## config.mk

```make
export PLATFORM = sky130hd
export DESIGN_NAME = pll_cfg_regbank
export DESIGN_NICKNAME = d
export VERILOG_FILES = /design/src/rtl/pcr_pkg.sv /design/src/rtl/pcr_stage_latch.sv /design/src/rtl/pcr_read_mux.sv /design/src/rtl/pll_cfg_regbank.sv
export SDC_FILE = /design/constraint.sdc
export NUM_CORES = 1
export LEC_CHECK = 0
export CORE_MARGIN = 3
export CORE_UTILIZATION = 35
export CTS_CLUSTER_DIAMETER = 50
export DETAILED_ROUTE_END_ITERATION = 10
export PLACE_DENSITY = 0.68
export SLEW_MARGIN = 20
export SYNTH_ARGS = -nofsm -noshare
export SYNTH_HDL_FRONTEND = slang
export SYNTH_SLANG_ARGS = --single-unit
```

## constraint.sdc

```tcl
create_clock -name clk -period 1.5 [get_ports clk]
set_input_delay 0.3 -clock clk [delete_from_list [all_inputs] [get_ports clk]]
set_output_delay 0.3 -clock clk [all_outputs]
set_load 0.05 [all_outputs]
```

## src/rtl/pcr_pkg.sv

```systemverilog
package pcr_pkg;
  // word addresses
  localparam int A_CTRL = 0;
  localparam int A_PRE  = 1;
  localparam int A_POST = 2;
  localparam int A_SSA  = 3;
  localparam int A_SSB  = 4;
  localparam int A_STAT = 5;

  // field widths
  localparam int CTRL_W  = 21;
  localparam int PRE_W   = 10;
  localparam int POST_W  = 7;
  localparam int MCODE_W = 17;
  localparam int FRAC_W  = 11;
  localparam int INT_W   = 8;

  // staged words: request bit removed, fields packed low
  localparam int NSTG = 4;
  localparam int STG_W = 29;
  localparam int REQ_BIT [NSTG] = '{10, 7, 17, 19};
endpackage

```

## src/rtl/pcr_stage_latch.sv

```systemverilog
module pcr_stage_latch #(
  parameter int W = 8
) (
  input  logic         clk,
  input  logic         rst,
  input  logic         load,
  input  logic         req,
  input  logic [W-1:0] d,
  output logic [W-1:0] staged_q,
  output logic [W-1:0] active_q
);
  always_ff @(posedge clk) begin
    if (rst) begin
      staged_q <= '0;
      active_q <= '0;
    end else if (load) begin
      staged_q <= d;
      if (req) active_q <= d;
    end
  end

  AST_PLAIN_NO_LOAD: assert property (@(posedge clk) disable iff (rst)
    !(load && req) |=> $stable(active_q));
  AST_REQ_LOAD: assert property (@(posedge clk) disable iff (rst)
    (load && req) |=> (active_q == $past(d) && staged_q == $past(d)));
endmodule

```

## src/rtl/pcr_read_mux.sv

```systemverilog
module pcr_read_mux
  import pcr_pkg::*;
#(
  parameter int ADDR_W = 3,
  parameter int DATA_W = 32
) (
  input  logic [ADDR_W-1:0]            addr,
  input  logic [CTRL_W-1:0]            ctrl_q,
  input  logic [NSTG-1:0][STG_W-1:0]   stg_q,
  input  logic                         lock_i,
  output logic [DATA_W-1:0]            word
);
  always_comb begin
    word = '0;
    case (addr)
      ADDR_W'(A_CTRL): word[CTRL_W-1:0] = ctrl_q;
      ADDR_W'(A_PRE):  word[PRE_W-1:0]  = stg_q[0][PRE_W-1:0];
      ADDR_W'(A_POST): word[POST_W-1:0] = stg_q[1][POST_W-1:0];
      ADDR_W'(A_SSA): begin
        word[MCODE_W-1:0] = stg_q[2][MCODE_W-1:0];
        word[18]          = stg_q[2][MCODE_W];
      end
      ADDR_W'(A_SSB): begin
        word[18:0]  = stg_q[3][18:0];
        word[29:20] = stg_q[3][28:19];
      end
      ADDR_W'(A_STAT): word[0] = lock_i;
      default: word = '0;
    endcase
  end

  logic unused_stg;
  assign unused_stg = ^{stg_q[0][STG_W-1:PRE_W], stg_q[1][STG_W-1:POST_W],
                        stg_q[2][STG_W-1:MCODE_W+1]};
endmodule

```

## src/rtl/pll_cfg_regbank.sv

```systemverilog
module pll_cfg_regbank
  import pcr_pkg::*;
#(
  parameter int ADDR_W = 3,
  parameter int DATA_W = 32
) (
  input  logic              clk,
  input  logic              rst,
  input  logic              wr_en,
  input  logic              rd_en,
  input  logic [ADDR_W-1:0] addr,
  input  logic [DATA_W-1:0] wdata,
  output logic [DATA_W-1:0] rdata,
  input  logic              lock_i,
  output logic [3:0]        bw_r,
  output logic [5:0]        bw_i,
  output logic [4:0]        bw_p,
  output logic              loop_bypass,
  output logic              fbhalf_bypass,
  output logic              frac_mode,
  output logic              manual_bw,
  output logic              prediv_bypass,
  output logic              postdiv_bypass,
  output logic [PRE_W-1:0]  prediv_code,
  output logic [POST_W-1:0] postdiv_code,
  output logic [MCODE_W-1:0] mult_code,
  output logic              mult_src_sel,
  output logic [FRAC_W-1:0] frac_mult,
  output logic [INT_W-1:0]  int_mult,
  output logic [2:0]        mod_rate,
  output logic [2:0]        mod_depth,
  output logic [1:0]        mod_comp,
  output logic              mod_pd,
  output logic              dither_en
);
  // ---------------- control word: takes effect directly
  logic [CTRL_W-1:0] ctrl_q;
  logic ctrl_wr;
  assign ctrl_wr = wr_en && (addr == ADDR_W'(A_CTRL));

  always_ff @(posedge clk) begin
    if (rst)          ctrl_q <= '0;
    else if (ctrl_wr) ctrl_q <= wdata[CTRL_W-1:0];
  end

  assign bw_r           = ctrl_q[3:0];
  assign bw_i           = ctrl_q[9:4];
  assign bw_p           = ctrl_q[14:10];
  assign loop_bypass    = ctrl_q[15];
  assign fbhalf_bypass  = ctrl_q[16];
  assign frac_mode      = ctrl_q[17];
  assign manual_bw      = ctrl_q[18];
  assign prediv_bypass  = ctrl_q[19];
  assign postdiv_bypass = ctrl_q[20];

  // ---------------- staged / active words
  logic [NSTG-1:0][STG_W-1:0] stg_d, stg_q, act_q;
  logic [NSTG-1:0]            stg_sel, stg_req;

  always_comb begin
    stg_d    = '0;
    stg_d[0][PRE_W-1:0]   = wdata[PRE_W-1:0];
    stg_d[1][POST_W-1:0]  = wdata[POST_W-1:0];
    stg_d[2][MCODE_W-1:0] = wdata[MCODE_W-1:0];
    stg_d[2][MCODE_W]     = wdata[18];
    stg_d[3][18:0]        = wdata[18:0];
    stg_d[3][28:19]       = wdata[29:20];
  end

  for (genvar g = 0; g < NSTG; g++) begin : g_stage
    assign stg_sel[g] = wr_en && (addr == ADDR_W'(g + 1));
    assign stg_req[g] = wdata[REQ_BIT[g]];
    pcr_stage_latch #(.W(STG_W)) u_stage (
      .clk      (clk),
      .rst      (rst),
      .load     (stg_sel[g]),
      .req      (stg_req[g]),
      .d        (stg_d[g]),
      .staged_q (stg_q[g]),
      .active_q (act_q[g])
    );
  end

  assign prediv_code  = act_q[0][PRE_W-1:0];
  assign postdiv_code = act_q[1][POST_W-1:0];
  assign mult_code    = act_q[2][MCODE_W-1:0];
  assign mult_src_sel = act_q[2][MCODE_W];
  assign frac_mult    = act_q[3][FRAC_W-1:0];
  assign int_mult     = act_q[3][18:11];
  assign mod_rate     = act_q[3][21:19];
  assign mod_depth    = act_q[3][24:22];
  assign mod_comp     = act_q[3][26:25];
  assign mod_pd       = act_q[3][27];
  assign dither_en    = act_q[3][28];

  // ---------------- registered read port
  logic [DATA_W-1:0] rd_word;

  pcr_read_mux #(.ADDR_W(ADDR_W), .DATA_W(DATA_W)) u_rmux (
    .addr   (addr),
    .ctrl_q (ctrl_q),
    .stg_q  (stg_q),
    .lock_i (lock_i),
    .word   (rd_word)
  );

  always_ff @(posedge clk) begin
    if (rst)        rdata <= '0;
    else if (rd_en) rdata <= rd_word;
  end

  logic unused_bits;
  assign unused_bits = ^{wdata[DATA_W-1:30], act_q[0][STG_W-1:PRE_W],
                         act_q[1][STG_W-1:POST_W], act_q[2][STG_W-1:MCODE_W+1]};

  // ---------------- assertions
  AST_CTRL_HOLD: assert property (@(posedge clk) disable iff (rst)
    !ctrl_wr |=> $stable({postdiv_bypass, prediv_bypass, bw_p, bw_i, bw_r}));
  AST_RD_HOLD: assert property (@(posedge clk) disable iff (rst)
    !rd_en |=> $stable(rdata));
  AST_RD_STATUS: assert property (@(posedge clk) disable iff (rst)
    (rd_en && addr == ADDR_W'(A_STAT)) |=> (rdata == DATA_W'($past(lock_i))));
  AST_RD_UNDEF: assert property (@(posedge clk) disable iff (rst)
    (rd_en && addr > ADDR_W'(A_STAT)) |=> (rdata == '0));
  AST_UPPER_ZERO: assert property (@(posedge clk) disable iff (rst)
    rd_en |=> (rdata[DATA_W-1:30] == '0));
endmodule

```

# Word level (Yosys, flattened, before mapping)
# Index checks and enable logic that the tools add are counted.
# totals
register_bits	179
inputBits	40
output_inout_bits	117
word_cells	34
# op_classes
eq_ne	5
mux	9
n_reduce_logical	10
# ops
op	n
$pmux 6 s5	1
$pmux 7 s3	1
$pmux 3 s4	1
$mux 9	1
$reduce_and 2->1	4
$eq 3x2->1 const B	2
$eq 3x3->1 const B	2
$pmux 1 s6	1
$logic_and 1x1->1	5
$pmux 1 s2	2
$eq 3x1->1 const B	1
$logic_not 3->1	1
$pmux 1 s3	1
$mux 1	1

# Longest topological paths before layout
# depth
word_depth	3
mapped_depth	7
depth_no_buf	4

# Cells and area by module
# From an unflattened synthesis, not the netlist that was laid out.
# hier_totals
cells_unflattened	1192
hier_area_um2	12200.5
# modules_own_cells
mod	n_inst	cells_per_inst	area_each_um2	seq_area_each_um2
pcr_stage_latch	4	225	2331.0	1161.1
pll_cfg_regbank	1	201	2120.8	1061.0
pcr_read_mux	1	91	755.7	0.0

# Least setup slack after synthesis
# No wires, ideal clock.
# synth_path
kind	input to register
from	input port addr[0]
to	register rdata[5]
setup_time_ps	117
arrival_time_ps	1255
t_required_ps	1383
slack_ps	129
path_stages	6
path_buffers	2
path_cell_list	buf_6 > buf_6 > mux2i_1 > nor2_1 > a311o_1 > a22o_1
# synth_between
elab_chain_len	2
word_cells_on_any_way	6
classes_between	eq/ne (4); mux (1); reduce/logical (1)
# synth_lines
item	line	source
start, declared	pll_cfg_regbank.sv:11	input logic [ADDR_W-1:0] addr,
$eq 3x3->1, or another cell as far along	pcr_read_mux.sv:15	case (addr)
$pmux 6 s5 *	pcr_read_mux.sv:15	
end signal, assigned	pll_cfg_regbank.sv:109	else if (rd_en) rdata <= rd_word;
end, declared	pll_cfg_regbank.sv:13	output logic [DATA_W-1:0] rdata,
# Every way passes the cells marked *; elsewhere a longest branch is shown, timed or not.
# A chain may end at the register's enable or synchronous reset.

# Worst setup path after layout
# layout_path
from	register ctrl_q[19]
to	output port prediv_bypass
# layout_rtl
item	line	source
start, declared	pll_cfg_regbank.sv:37	logic [CTRL_W-1:0] ctrl_q;
start signal, assigned	pll_cfg_regbank.sv:43	else if (ctrl_wr) ctrl_q <= wdata[CTRL_W-1:0];
end, declared	pll_cfg_regbank.sv:22	output logic prediv_bypass,
# No word-level cell between the ends.

==> metrics <==
Yosys top cell by area=dfxtp_1; number of library cell types mapped by synthesis=40; core box area=0.0191 mm²; Adder-Cell Fraction of Synth Area=0; worst path cell trace=buf_12; skew final=5.90 ps; Final Cycle Share=0.900; Die ar.=0.0216 mm²; wire length on met2=10200 µm; Slew @ Worst Pin=602 ps; crit end category=output pin; Port Buffers=152; gr usage total=0.195; initial antenna violation count=0; final setup fails=0; PD cells=967 mW/mm²; Slowest Stage Delay on Critical Path=450 ps; post-synthesis compound-gate area fraction=0.172; # clock sinks=179; Crit Path Max Fanout=3; largest net degree at the start of global routing=135; final-report hold violation count=0; Gate Count Post-Synth=854; critical path data required time=1200 ps; ranking of synthesized cells by area=dfxtp_1, nand2_1, a21oi_1, a22o_1, mux2i_1; VDD IR-drop max=748 µV; unrepaired setup endpoints after global routing=no; CTS buffer count=17; min-delay worst type=primary input to flip-flop; CTS max path bufs=2; DRC=0; layout cells sized above 1=0.240; max-slew violation count=0; Arr. time, crit path=1050 ps; WL/cell=16.7 µm; DIE HEIGHT=147 µm; number of global-route vias before repair=6101; Post-Syn Area=0.00694 mm²; Die W=147 µm; number of cell rows=50; synthesis-to-layout area growth=57.7%; routed wire length=21700 µm; Detailed Routing Iterations Pass 1=6; hpwl dp=15100 µm; post-layout min period=1350 ps; H-tree depth=4; vias per inst=4.99; largest family of logic cells by synthesized area=simple AND/OR/NAND/NOR gates; Setup WS pre-CTS=-516 ps; mux contribution to synthesized area=0.0348; Synth top area share=0.516; M1 WL=9400 µm; simple-gate share of the synthesized area=0.220; Async S/R FF share, synth=0; CTS tree=built; cell family with most CP delay=flip-flops; startpoint types=flip-flop; global-route wire length before repair=33400 µm; r2r setup slk=340 ps; ANT nets after route=0; Non-Filler Instances=1299; Top Layer Used=met4; sequential-to-total area share from yosys stat=0.516; Yosys warnings=0; CP max stage cell=dfxtp_1; placed insts=1264; initial core utilization=0.364; Syn Area/Cell=8.13 µm²; Vias=6481; Design Power=10.6 mW; EDFF count, synth=0; final net count=1068; DR iter-0 viols=454; post-synthesis xor/xnor area fraction=0; ys flop type=dfxtp_1; setup TNS=0 ps; Max-Slew Margin vs Limit=0.599; MaxCap Viol Count=0; Inserted Diodes=0; P_leak=3.98 nW; DR WL met3=1860 µm; post-route setup slack=150 ps; fmax=741 MHz; CP Class=flip-flop to output pin; status=finished, final reports clean; number of buffers and inverters on the critical path=1; grt ovf=0; CTS clk-pin slew, worst paths=70 ps; FF+latch count, synth=179; GPL Wtd Cong=0.799; clock root buffer=clkbuf_16; clock latency on the worst-skew pair=420 ps; I/O Pins=157
Yosys cell counts, types with 2 or more instances:
| master | n |
|---|---|
| o21ai_1 | 3 |
| a32oi_1 | 5 |
| mux2_2 | 5 |
| and4bb_2 | 2 |
| clkbuf_1 | 32 |
| nor2b_1 | 13 |
| a22oi_1 | 9 |
| dfxtp_1 | 179 |
| a21oi_1 | 163 |
| mux2i_1 | 14 |
| and3_1 | 2 |
| buf_2 | 18 |
| and2_1 | 3 |
| nor3_1 | 2 |
| mux2_4 | 3 |
| buf_6 | 6 |
| a22o_1 | 17 |
| o22ai_1 | 3 |
| nand2_1 | 295 |
| nand2b_1 | 6 |
| nor2_1 | 12 |
| nand3_1 | 20 |
| buf_4 | 15 |
| o21ai_0 | 11 |
worst paths after layout:
path | endpoint | startpoint | cells after the start
setup / recovery | prediv_bypass | ctrl_q[19] | 1
hold / removal | rdata[29] | rst | 3
setup reg to reg | rdata[4] | g_stage[1].u_stage.staged_q[4] | 4
hold reg to reg | g_stage[0].u_stage.staged_q[5] | g_stage[0].u_stage.staged_q[5] | 2
report_power, final:
| part | total, mW | switching [mW] | internal, mW |
|---|---|---|---|
| combinational | 1.02 | 0.570 | 0.446 |
| clock | 4.68 | 1.86 | 2.82 |
| sequential | 4.89 | 0.0625 | 4.82 |
flip-flops by register name, indices dropped and copies added, names as in the netlist:
name                      flops
g_stage.u_stage.staged_q     64
rdata                        30
g_stage.u_stage.active_q     64
ctrl_q                       21
cell families after synthesis:
kind of cell           Yosys count
AND/OR/NAND/NOR                366
AO/OA/AOI/OAI                  214
flip-flops                     179
buffers and inverters           72
multiplexers                    22
other                            1
cells in the final DEF (no fill, tap or decap), drive strengths merged, types with 17 or more instances in the layout:
| master | count |
|---|---|
| buf | 189 |
| nand3 | 21 |
| clkbuf | 18 |
| nand2 | 296 |
| a22o | 17 |
| dfxtp | 179 |
| clkdlybuf4s50 | 32 |
| a21oi | 163 |
routing by layer:
metal  vias up  track usage
li1       3190            -
met1      3056        0.252
met2       216        0.309
met3        19       0.0734
met4         0       0.0489
met5         -            0
final cells by class:
class | count | area [µm²]
Fill cell | 1634 | 8140
Timing Repair Buffer | 225 | 3400
Multi-Input combinational cell | 604 | 3010
Inverter | 1 | 7.51
Clock buffer | 18 | 439
Tap cell | 260 | 325
Clock inverter | 12 | 179
Sequential cell | 179 | 3580
timing repair:
| item | in CTS | in global routing |
|---|---|---|
| hold buffers | 0 | 0 |
| pin swaps | 0 | 2 |
| resized for setup | 6 | 20 |
| cloned | 0 | 2 |
| buffers inserted | 1 | 2 |
| setup endpoints to repair | 27 | 137 |
through the flow:
step            util  cell area, µm²  hold slack, ps
6_report       0.574           10900             391
5_1_grt        0.574           10900             390
4_1_cts        0.569           10900             365
3_5_place_dp   0.536           10200             446
3_3_place_gp   0.536           10200             440
2_1_floorplan      -            6950             433
(Power assumes the default switching activity.)
